$ cat src/rtl/lpm_pkg.sv
package lpm_pkg;

    typedef enum logic [1:0] {
        M_STBY = 2'd0,
        M_RET  = 2'd1,
        M_SPD  = 2'd2,
        M_COL  = 2'd3
    } lpm_mode_e;

    typedef enum logic [3:0] {
        S_IDLE     = 4'd0,
        S_SBY_WAIT = 4'd1,
        S_SBY_CACH = 4'd2,
        S_CACH_EXT = 4'd3,
        S_RET_SLP  = 4'd4,
        S_RET_UP   = 4'd5,
        S_PD_RST   = 4'd6,
        S_PD_OFF   = 4'd7,
        S_PC_RM    = 4'd8,
        S_PD_SLP   = 4'd9,
        S_RM_EXT   = 4'd10,
        S_PWR_ON   = 4'd11,
        S_RDY      = 4'd12,
        S_RST_HOLD = 4'd13
    } lpm_state_e;

endpackage

$ cat src/rtl/lpm_timer.sv
module lpm_timer #(
    parameter int CW = 4
) (
    input  logic          clk,
    input  logic          rst_n,
    input  logic          load,
    input  logic [CW-1:0] load_val,
    output logic          zero
);

    logic [CW-1:0] cnt_d, cnt_q;

    always_comb begin
        cnt_d = cnt_q;
        if (load)
            cnt_d = load_val;
        else if (cnt_q != '0)
            cnt_d = cnt_q - 1'b1;
    end

    always_ff @(posedge clk or negedge rst_n) begin
        if (!rst_n) cnt_q <= '0;
        else        cnt_q <= cnt_d;
    end

    assign zero = (cnt_q == '0);

    // Countdown paces the settle, hold and timeout windows
    p_tmr_step_r8: assert property (@(posedge clk) disable iff (!rst_n)
        (!load && cnt_q != '0) |=> (cnt_q == $past(cnt_q) - 1'b1));

endmodule

$ cat src/rtl/lpm_mode_reg.sv
module lpm_mode_reg
    import lpm_pkg::*;
(
    input  logic      clk,
    input  logic      rst_n,
    input  logic      wr,
    input  logic [1:0] wdata,
    input  logic      done,
    output lpm_mode_e mode
);

    lpm_mode_e mode_d, mode_q;

    always_comb begin
        mode_d = mode_q;
        if (wr)
            mode_d = lpm_mode_e'(wdata);
        else if (done)
            mode_d = M_STBY;
    end

    always_ff @(posedge clk or negedge rst_n) begin
        if (!rst_n) mode_q <= M_STBY;
        else        mode_q <= mode_d;
    end

    assign mode = mode_q;

    p_fallback_r7: assert property (@(posedge clk) disable iff (!rst_n)
        (done && !wr) |=> (mode_q == M_STBY));

    p_write_r11: assert property (@(posedge clk) disable iff (!rst_n)
        wr |=> (mode_q == lpm_mode_e'($past(wdata))));

endmodule

$ cat src/rtl/lpm_fsm.sv
module lpm_fsm
    import lpm_pkg::*;
#(
    parameter int SETTLE_CYC   = 8,
    parameter int RST_HOLD_CYC = 4,
    parameter int ACK_TMO_CYC  = 16,
    parameter int CW           = 5
) (
    input  logic          clk,
    input  logic          rst_n,
    input  logic          wfi,
    input  logic          wake,
    input  logic          all_idle,
    input  logic          cache_ack,
    input  logic          rm_ack,
    input  lpm_mode_e     prog_mode,
    input  logic          tmr_zero,
    output logic          tmr_load,
    output logic [CW-1:0] tmr_val,
    output logic          done,
    output logic          clk_gate,
    output logic          ret_volt,
    output logic          pwr_off,
    output logic          core_rst,
    output logic          cache_req,
    output logic          rm_req,
    output logic          err,
    output lpm_state_e    state
);

    localparam logic [CW-1:0] V_SETTLE = CW'(SETTLE_CYC - 1);
    localparam logic [CW-1:0] V_HOLD   = CW'(RST_HOLD_CYC - 1);
    localparam logic [CW-1:0] V_TMO    = CW'(ACK_TMO_CYC - 1);

    typedef struct packed {
        lpm_state_e st;
        lpm_mode_e  run_mode;
        logic       clk_gate;
        logic       ret_volt;
        logic       pwr_off;
        logic       core_rst;
        logic       cache_req;
        logic       rm_req;
        logic       err;
    } fsm_t;

    fsm_t d, q;

    always_comb begin
        d        = q;
        tmr_load = 1'b0;
        tmr_val  = '0;
        done     = 1'b0;
        unique case (q.st)
            S_IDLE: begin
                if (wfi) begin
                    d.clk_gate = 1'b1;
                    d.run_mode = prog_mode;
                    unique case (prog_mode)
                        M_STBY: d.st = S_SBY_WAIT;
                        M_RET: begin
                            d.st       = S_RET_SLP;
                            d.ret_volt = 1'b1;
                        end
                        default: begin
                            d.st       = S_PD_RST;
                            d.core_rst = 1'b1;
                        end
                    endcase
                end
            end
            S_SBY_WAIT: begin
                if (wake) begin
                    d.st       = S_IDLE;
                    d.clk_gate = 1'b0;
                    done       = 1'b1;
                end else if (all_idle) begin
                    d.st        = S_SBY_CACH;
                    d.cache_req = 1'b1;
                end
            end
            S_SBY_CACH: begin
                if (wake) begin
                    d.st        = S_CACH_EXT;
                    d.cache_req = 1'b0;
                    tmr_load    = 1'b1;
                    tmr_val     = V_TMO;
                end
            end
            S_CACH_EXT: begin
                if (!cache_ack || tmr_zero) begin
                    if (cache_ack) d.err = 1'b1;
                    d.st       = S_IDLE;
                    d.clk_gate = 1'b0;
                    done       = 1'b1;
                end
            end
            S_RET_SLP: begin
                if (wake) begin
                    d.st       = S_RET_UP;
                    d.ret_volt = 1'b0;
                    tmr_load   = 1'b1;
                    tmr_val    = V_SETTLE;
                end
            end
            S_RET_UP: begin
                if (tmr_zero) begin
                    d.st       = S_IDLE;
                    d.clk_gate = 1'b0;
                    done       = 1'b1;
                end
            end
            S_PD_RST: begin
                if (wake) begin
                    d.st     = S_RST_HOLD;
                    tmr_load = 1'b1;
                    tmr_val  = V_HOLD;
                end else begin
                    d.st      = S_PD_OFF;
                    d.pwr_off = 1'b1;
                end
            end
            S_PD_OFF: begin
                if (wake) begin
                    d.st      = S_PWR_ON;
                    d.pwr_off = 1'b0;
                    tmr_load  = 1'b1;
                    tmr_val   = V_SETTLE;
                end else if (q.run_mode == M_COL && all_idle) begin
                    d.st     = S_PC_RM;
                    d.rm_req = 1'b1;
                    tmr_load = 1'b1;
                    tmr_val  = V_TMO;
                end else begin
                    d.st = S_PD_SLP;
                end
            end
            S_PC_RM: begin
                if (wake || (tmr_zero && !rm_ack)) begin
                    if (!wake) d.err = 1'b1;
                    d.st     = S_RM_EXT;
                    d.rm_req = 1'b0;
                    tmr_load = 1'b1;
                    tmr_val  = V_TMO;
                end else if (rm_ack) begin
                    d.st = S_PD_SLP;
                end
            end
            S_PD_SLP: begin
                if (wake) begin
                    if (q.rm_req) begin
                        d.st     = S_RM_EXT;
                        d.rm_req = 1'b0;
                        tmr_load = 1'b1;
                        tmr_val  = V_TMO;
                    end else begin
                        d.st      = S_PWR_ON;
                        d.pwr_off = 1'b0;
                        tmr_load  = 1'b1;
                        tmr_val   = V_SETTLE;
                    end
                end
            end
            S_RM_EXT: begin
                if (!rm_ack || tmr_zero) begin
                    if (rm_ack) d.err = 1'b1;
                    d.st      = S_PWR_ON;
                    d.pwr_off = 1'b0;
                    tmr_load  = 1'b1;
                    tmr_val   = V_SETTLE;
                end
            end
            S_PWR_ON: begin
                if (tmr_zero) begin
                    d.st     = S_RDY;
                    tmr_load = 1'b1;
                    tmr_val  = V_TMO;
                end
            end
            S_RDY: begin
                if (!cache_ack || tmr_zero) begin
                    if (cache_ack) d.err = 1'b1;
                    d.st     = S_RST_HOLD;
                    tmr_load = 1'b1;
                    tmr_val  = V_HOLD;
                end
            end
            S_RST_HOLD: begin
                if (tmr_zero) begin
                    d.st       = S_IDLE;
                    d.core_rst = 1'b0;
                    d.clk_gate = 1'b0;
                    done       = 1'b1;
                end
            end
            default: d.st = S_IDLE;
        endcase
    end

    always_ff @(posedge clk or negedge rst_n) begin
        if (!rst_n) begin
            q <= '{st: S_IDLE, run_mode: M_STBY, default: 1'b0};
        end else begin
            q <= d;
        end
    end

    assign clk_gate  = q.clk_gate;
    assign ret_volt  = q.ret_volt;
    assign pwr_off   = q.pwr_off;
    assign core_rst  = q.core_rst;
    assign cache_req = q.cache_req;
    assign rm_req    = q.rm_req;
    assign err       = q.err;
    assign state     = q.st;

    p_gate_cover_r2: assert property (@(posedge clk) disable iff (!rst_n)
        (q.pwr_off || q.ret_volt || q.cache_req) |-> q.clk_gate);

    p_off_in_rst_r5: assert property (@(posedge clk) disable iff (!rst_n)
        q.pwr_off |-> q.core_rst);

    p_rst_after_on_r5: assert property (@(posedge clk) disable iff (!rst_n)
        $fell(q.core_rst) |-> !q.pwr_off && !$past(q.pwr_off));

    p_rm_only_col_r6: assert property (@(posedge clk) disable iff (!rst_n)
        q.rm_req |-> (q.run_mode == M_COL && q.pwr_off));

    p_err_sticky_r8: assert property (@(posedge clk) disable iff (!rst_n)
        q.err |=> q.err);

    p_idle_wake_r10: assert property (@(posedge clk) disable iff (!rst_n)
        (q.st == S_IDLE && !wfi) |=> (q.st == S_IDLE && !q.clk_gate));

endmodule

$ cat src/rtl/lpm_seq.sv
module lpm_seq
    import lpm_pkg::*;
#(
    parameter int SETTLE_CYC   = 8,
    parameter int RST_HOLD_CYC = 4,
    parameter int ACK_TMO_CYC  = 16
) (
    input  logic       clk,
    input  logic       rst_n,
    input  logic       mode_wr,
    input  logic [1:0] mode_wdata,
    input  logic       wfi,
    input  logic       wake_irq,
    input  logic       all_idle,
    input  logic       cache_stby_ack,
    input  logic       rm_ack,
    output logic       core_clk_gate,
    output logic       ret_volt_sel,
    output logic       pwr_off,
    output logic       core_rst,
    output logic       cache_stby_req,
    output logic       rm_req,
    output logic       err_flag,
    output logic [1:0] prog_mode,
    output logic [3:0] st_state,
    output logic       st_asleep
);

    localparam int MAX_A = (SETTLE_CYC > RST_HOLD_CYC) ? SETTLE_CYC : RST_HOLD_CYC;
    localparam int MAX_C = (MAX_A > ACK_TMO_CYC) ? MAX_A : ACK_TMO_CYC;
    localparam int CW    = $clog2(MAX_C + 1);

    lpm_mode_e     mode;
    lpm_state_e    state;
    logic          done;
    logic          tmr_load;
    logic          tmr_zero;
    logic [CW-1:0] tmr_val;

    lpm_mode_reg u_mode (
        .clk   (clk),
        .rst_n (rst_n),
        .wr    (mode_wr),
        .wdata (mode_wdata),
        .done  (done),
        .mode  (mode)
    );

    lpm_timer #(.CW(CW)) u_tmr (
        .clk      (clk),
        .rst_n    (rst_n),
        .load     (tmr_load),
        .load_val (tmr_val),
        .zero     (tmr_zero)
    );

    lpm_fsm #(
        .SETTLE_CYC   (SETTLE_CYC),
        .RST_HOLD_CYC (RST_HOLD_CYC),
        .ACK_TMO_CYC  (ACK_TMO_CYC),
        .CW           (CW)
    ) u_fsm (
        .clk       (clk),
        .rst_n     (rst_n),
        .wfi       (wfi),
        .wake      (wake_irq),
        .all_idle  (all_idle),
        .cache_ack (cache_stby_ack),
        .rm_ack    (rm_ack),
        .prog_mode (mode),
        .tmr_zero  (tmr_zero),
        .tmr_load  (tmr_load),
        .tmr_val   (tmr_val),
        .done      (done),
        .clk_gate  (core_clk_gate),
        .ret_volt  (ret_volt_sel),
        .pwr_off   (pwr_off),
        .core_rst  (core_rst),
        .cache_req (cache_stby_req),
        .rm_req    (rm_req),
        .err       (err_flag),
        .state     (state)
    );

    assign prog_mode = mode;
    assign st_state  = state;
    assign st_asleep = (state != S_IDLE);

    p_status_r11: assert property (@(posedge clk) disable iff (!rst_n)
        st_asleep == core_clk_gate);

endmodule

$ cat config.mk
export PLATFORM = sky130hd
export DESIGN_NAME = lpm_seq
export DESIGN_NICKNAME = d
export VERILOG_FILES = /design/src/rtl/lpm_pkg.sv /design/src/rtl/lpm_timer.sv /design/src/rtl/lpm_mode_reg.sv /design/src/rtl/lpm_fsm.sv /design/src/rtl/lpm_seq.sv
export SDC_FILE = /design/constraint.sdc
export NUM_CORES = 1
export LEC_CHECK = 0
export ABC_CLOCK_PERIOD_IN_PS = 2900
export CAP_MARGIN = 0
export CELL_PAD_IN_SITES_DETAIL_PLACEMENT = 1
export CELL_PAD_IN_SITES_GLOBAL_PLACEMENT = 2
export CORE_AREA = 2 2 73 75
export DETAILED_ROUTE_END_ITERATION = 12
export DIE_AREA = 0 0 75 77
export PLACE_DENSITY = 0.82
export REMOVE_ABC_BUFFERS = 1
export SLEW_MARGIN = 20
export SYNTH_ARGS = -nofsm -noshare
export SYNTH_HDL_FRONTEND = slang
export SYNTH_SLANG_ARGS = --single-unit
$ cat constraint.sdc
create_clock -name clk -period 2.9 [get_ports clk]
set_clock_uncertainty 0.05 [all_clocks]
set_input_delay 0.29 -clock clk [delete_from_list [all_inputs] [get_ports clk]]
set_output_delay 0.29 -clock clk [all_outputs]
set_load 0.02 [all_outputs]
==> results.yml <==
sta:
  hold_viol: 0
  worst_pin_slew_ns: 0.624
  slew_headroom: 0.583
  clock.fmax_mhz: 421
  tns_ns: 0
  grt_setup_unrepaired: "false"
  period_needed_ns: 2.37
  drv_slew: 0
  setup_viol: 0
  post-route-period-util: 0.819
worst_setup_path:
  cp_slowest_cell: "clkdlybuf4s50_1"
  critical_path.max_fanout: 13
  cp-end-kind: "primary output"
  worstSetupStartpointType: "flop"
  critPathKind: "reg -> out"
  cp.arrival_ns: 2.03
  path_cells: "buf_4 > nor2_2 > nand2_1 > clkdlybuf4s50_1"
  max_stage_delay_ns: 0.56
  rr_worst_depth: 6
  critPathRequiredTime_ns: 2.56
die:
  rows: 26
  die_area_um2: 5780
  initial_core_util: 0.327
  die_x_um: 75
  io_pins: 24
  fp.dieH_um: 77
  coreArea_um2: 4980
place:
  gp_congestion: 0.850
  dp_hpwl_um: 3660
  placed_cell_area_um2: 1910
  portBuffers: 23
yosys:
  synthCells: 199
  syn-cell-area_um2: 1630
  yosys_warnings: 0
  yosysSeqAreaShare: 0.307
  async_reset_ff_frac: 1.00
  yosys_most_used_dff: "dfrtp_1"
  synth_edf_count: 0
  synth.avg_cell_area_um2: 8.19
  ys_ff_latch: 20
  synth.distinct_cells: 55
clock_network:
  clk_pin_slew_ns: 0.08
  holdBufCountCts: 0
  ctsResizeCount: 0
  cts_buffers: 3
  post-cts-setup-buffer-count: 0
  cts_tree: "done"
  cts_root_buf: "clkbuf_8"
  clk_path_buf_depth: 2
  htree_levels: 1
  cts_sinks: 20
  clock_latency_ns: 0.27
layout:
  final_area_um2: 1980
  fill_cells: 608
  area_growth_pct: 21.4
  nNetsFinal: 230
  diodes: 0
  drive_above_1_share: 0.124
pwr:
  internal-power_mw: 1.15
  seq_power_share: 0.252
  p_comb_frac: 0.614
  power_density_nw_per_um2: 1110
  p_switching_mw: 1.04
  swShare: 0.475
  max-vdd-ir-drop_mv: 0.495
  pwr-share-clk: 0.133
  leakage_nw: 0.778
grt:
  grt_overflow: 0
  track_usage: 0.185
  grt_max_degree: 21
  grt_pass1_wl_um: 8290
  grt_pass1_vias: 1603
  antenna_found_initial: 0
detailed_routing:
  wire_per_inst_um: 17.3
  viasPerCell: 5.49
  drc: 0
  num_vias: 1575
  drtPass1Iterations: 4
  initialDrtViolationCount: 79
  wl_um: 4980
  ant_nets: 0
status:
  status: "completed"
hold_path:
  hp-class: "in -> async"
job:
  drv_cap: 0
==> cells in the final DEF, fill, tap and decap left out, types with 2 or more instances in the layout <==
| master | instances |
|---|---|
| nand2_1 | 22 |
| and3_1 | 2 |
| nor2_1 | 13 |
| o31ai_1 | 2 |
| a211oi_1 | 2 |
| o21ai_0 | 11 |
| inv_1 | 7 |
| o21ai_1 | 3 |
| nor2b_1 | 2 |
| o32ai_1 | 4 |
| nand4_1 | 2 |
| nand3_1 | 8 |
| dfrtp_1 | 20 |
| clkinv_1 | 2 |
| a21oi_1 | 14 |
| nand2b_1 | 10 |
| mux2_2 | 2 |
| o211ai_1 | 2 |
| a31oi_1 | 8 |
| a21boi_0 | 3 |
| o22ai_1 | 2 |
| a211o_1 | 2 |
| clkdlybuf4s50_1 | 23 |
| a21o_1 | 3 |
| clkbuf_8 | 3 |
| or4b_4 | 2 |
| buf_4 | 9 |
| nor3_1 | 6 |
| ha_1 | 2 |
==> critical path, delay by kind of cell (launching register included) <==
kind / cells / cell delay [ns]
buf+inv: 2 / 0.81
flops: 1 / 0.54
simple gates: 2 / 0.42
==> kinds of logic (layout without fill, tap and decap cells) <==
| family | after synthesis | count (layout) | synth area share |
|---|---|---|---|
| flip-flops | 20 | 20 | 0.307 |
| XOR/XNOR | 2 | 2 | 0.0108 |
| AO/OA/AOI/OAI | 71 | 71 | 0.326 |
| buffers and inverters | 27 | 45 | 0.0868 |
| AND/OR/NAND/NOR | 75 | 75 | 0.240 |
| adder cells (fa/ha/maj) | 2 | 2 | 0.0154 |
| multiplexers | 2 | 2 | 0.0138 |
==> area by class of cell <==
class,instances,area [um2],area share
clock buffers,3,41.3,0.0209
clock inverters,1,30.0,0.0152
inverters,9,33.8,0.0171
multi-input cells,152,987,0.499
flip-flops and latches,20,500,0.253
well taps,70,87.6,0.0443
repair buffers,32,298,0.151
==> cells in the mapped netlist (4+ instances only) <==
library cell | instances | area [um2]
nand2_1 | 22 | 82.6
dfrtp_1 | 20 | 500
a21oi_1 | 14 | 70.1
nor2_1 | 13 | 48.8
o21ai_0 | 11 | 55.1
nand2b_1 | 10 | 62.6
a31oi_1 | 8 | 50.1
buf_2 | 8 | 40.0
nand3_1 | 8 | 40.0
inv_1 | 7 | 26.3
nor3_1 | 6 | 30.0
buf_4 | 4 | 30.0
clkbuf_1 | 4 | 15.0
o32ai_1 | 4 | 35.0
==> metrics by stage <==
stage | setup WS [ns] | power (mW) | hold WS [ns] | std cells | utilization
6_report | 0.525 | 2.19 | 0.307 | 287 | 0.397
3_3_place_gp | 0.676 | 1.89 | 0.392 | 283 | 0.383
3_5_place_dp | 0.629 | 1.90 | 0.400 | 283 | 0.383
2_1_floorplan | 0.725 | 1.40 | -0.0556 | 181 | -
5_1_grt | 0.405 | 2.37 | 0.341 | 287 | 0.397
4_1_cts | 0.514 | 2.20 | 0.310 | 287 | 0.397
==> flip-flops by register name, indices dropped and copies added (netlist names) <==
signal	cells
u_fsm.q	2
u_fsm.cache_req	1
u_fsm.err	1
u_fsm.pwr_off	1
u_fsm.state	4
u_mode.mode	2
u_tmr.cnt_q	5
u_fsm.core_rst	1
u_fsm.ret_volt	1
u_fsm.rm_req	1
u_fsm.clk_gate	1
==> power groups by stage <==
stage	clock, mW	sequential [mW]	combinational (mW)
final	0.291	0.552	1.34
after global routing	0.312	0.578	1.48
after CTS	0.301	0.552	1.35
after detailed placement	0	0.558	1.34
after global placement	0	0.558	1.33
after floorplan	0	0.648	0.750
==> worst paths after layout <==
kind / startpoint / end / slack, ns
worst max-delay path: u_fsm.state[3] / st_asleep / 0.53
worst min-delay path: rst_n / u_fsm.cache_req / 0.31
worst max register to register: u_fsm.state[3] / u_fsm.state[0] / 0.62
worst min register to register: u_fsm.err / u_fsm.err / 0.41
max in group asynchronous: rst_n / u_tmr.cnt_q[3] / 2.27
min in group clk: u_fsm.err / u_fsm.err / 0.41
==> per-layer routing <==
metal / vias up / part of all wire / track usage
li1: 769 / - / -
met1: 763 / 0.49 / 0.265
met2: 37 / 0.47 / 0.286
met3: 6 / 0.033 / 0.0263
met4: 0 / 0.015 / 0.0500
met5: - / 0 / 0
(Power assumes the default switching activity.)
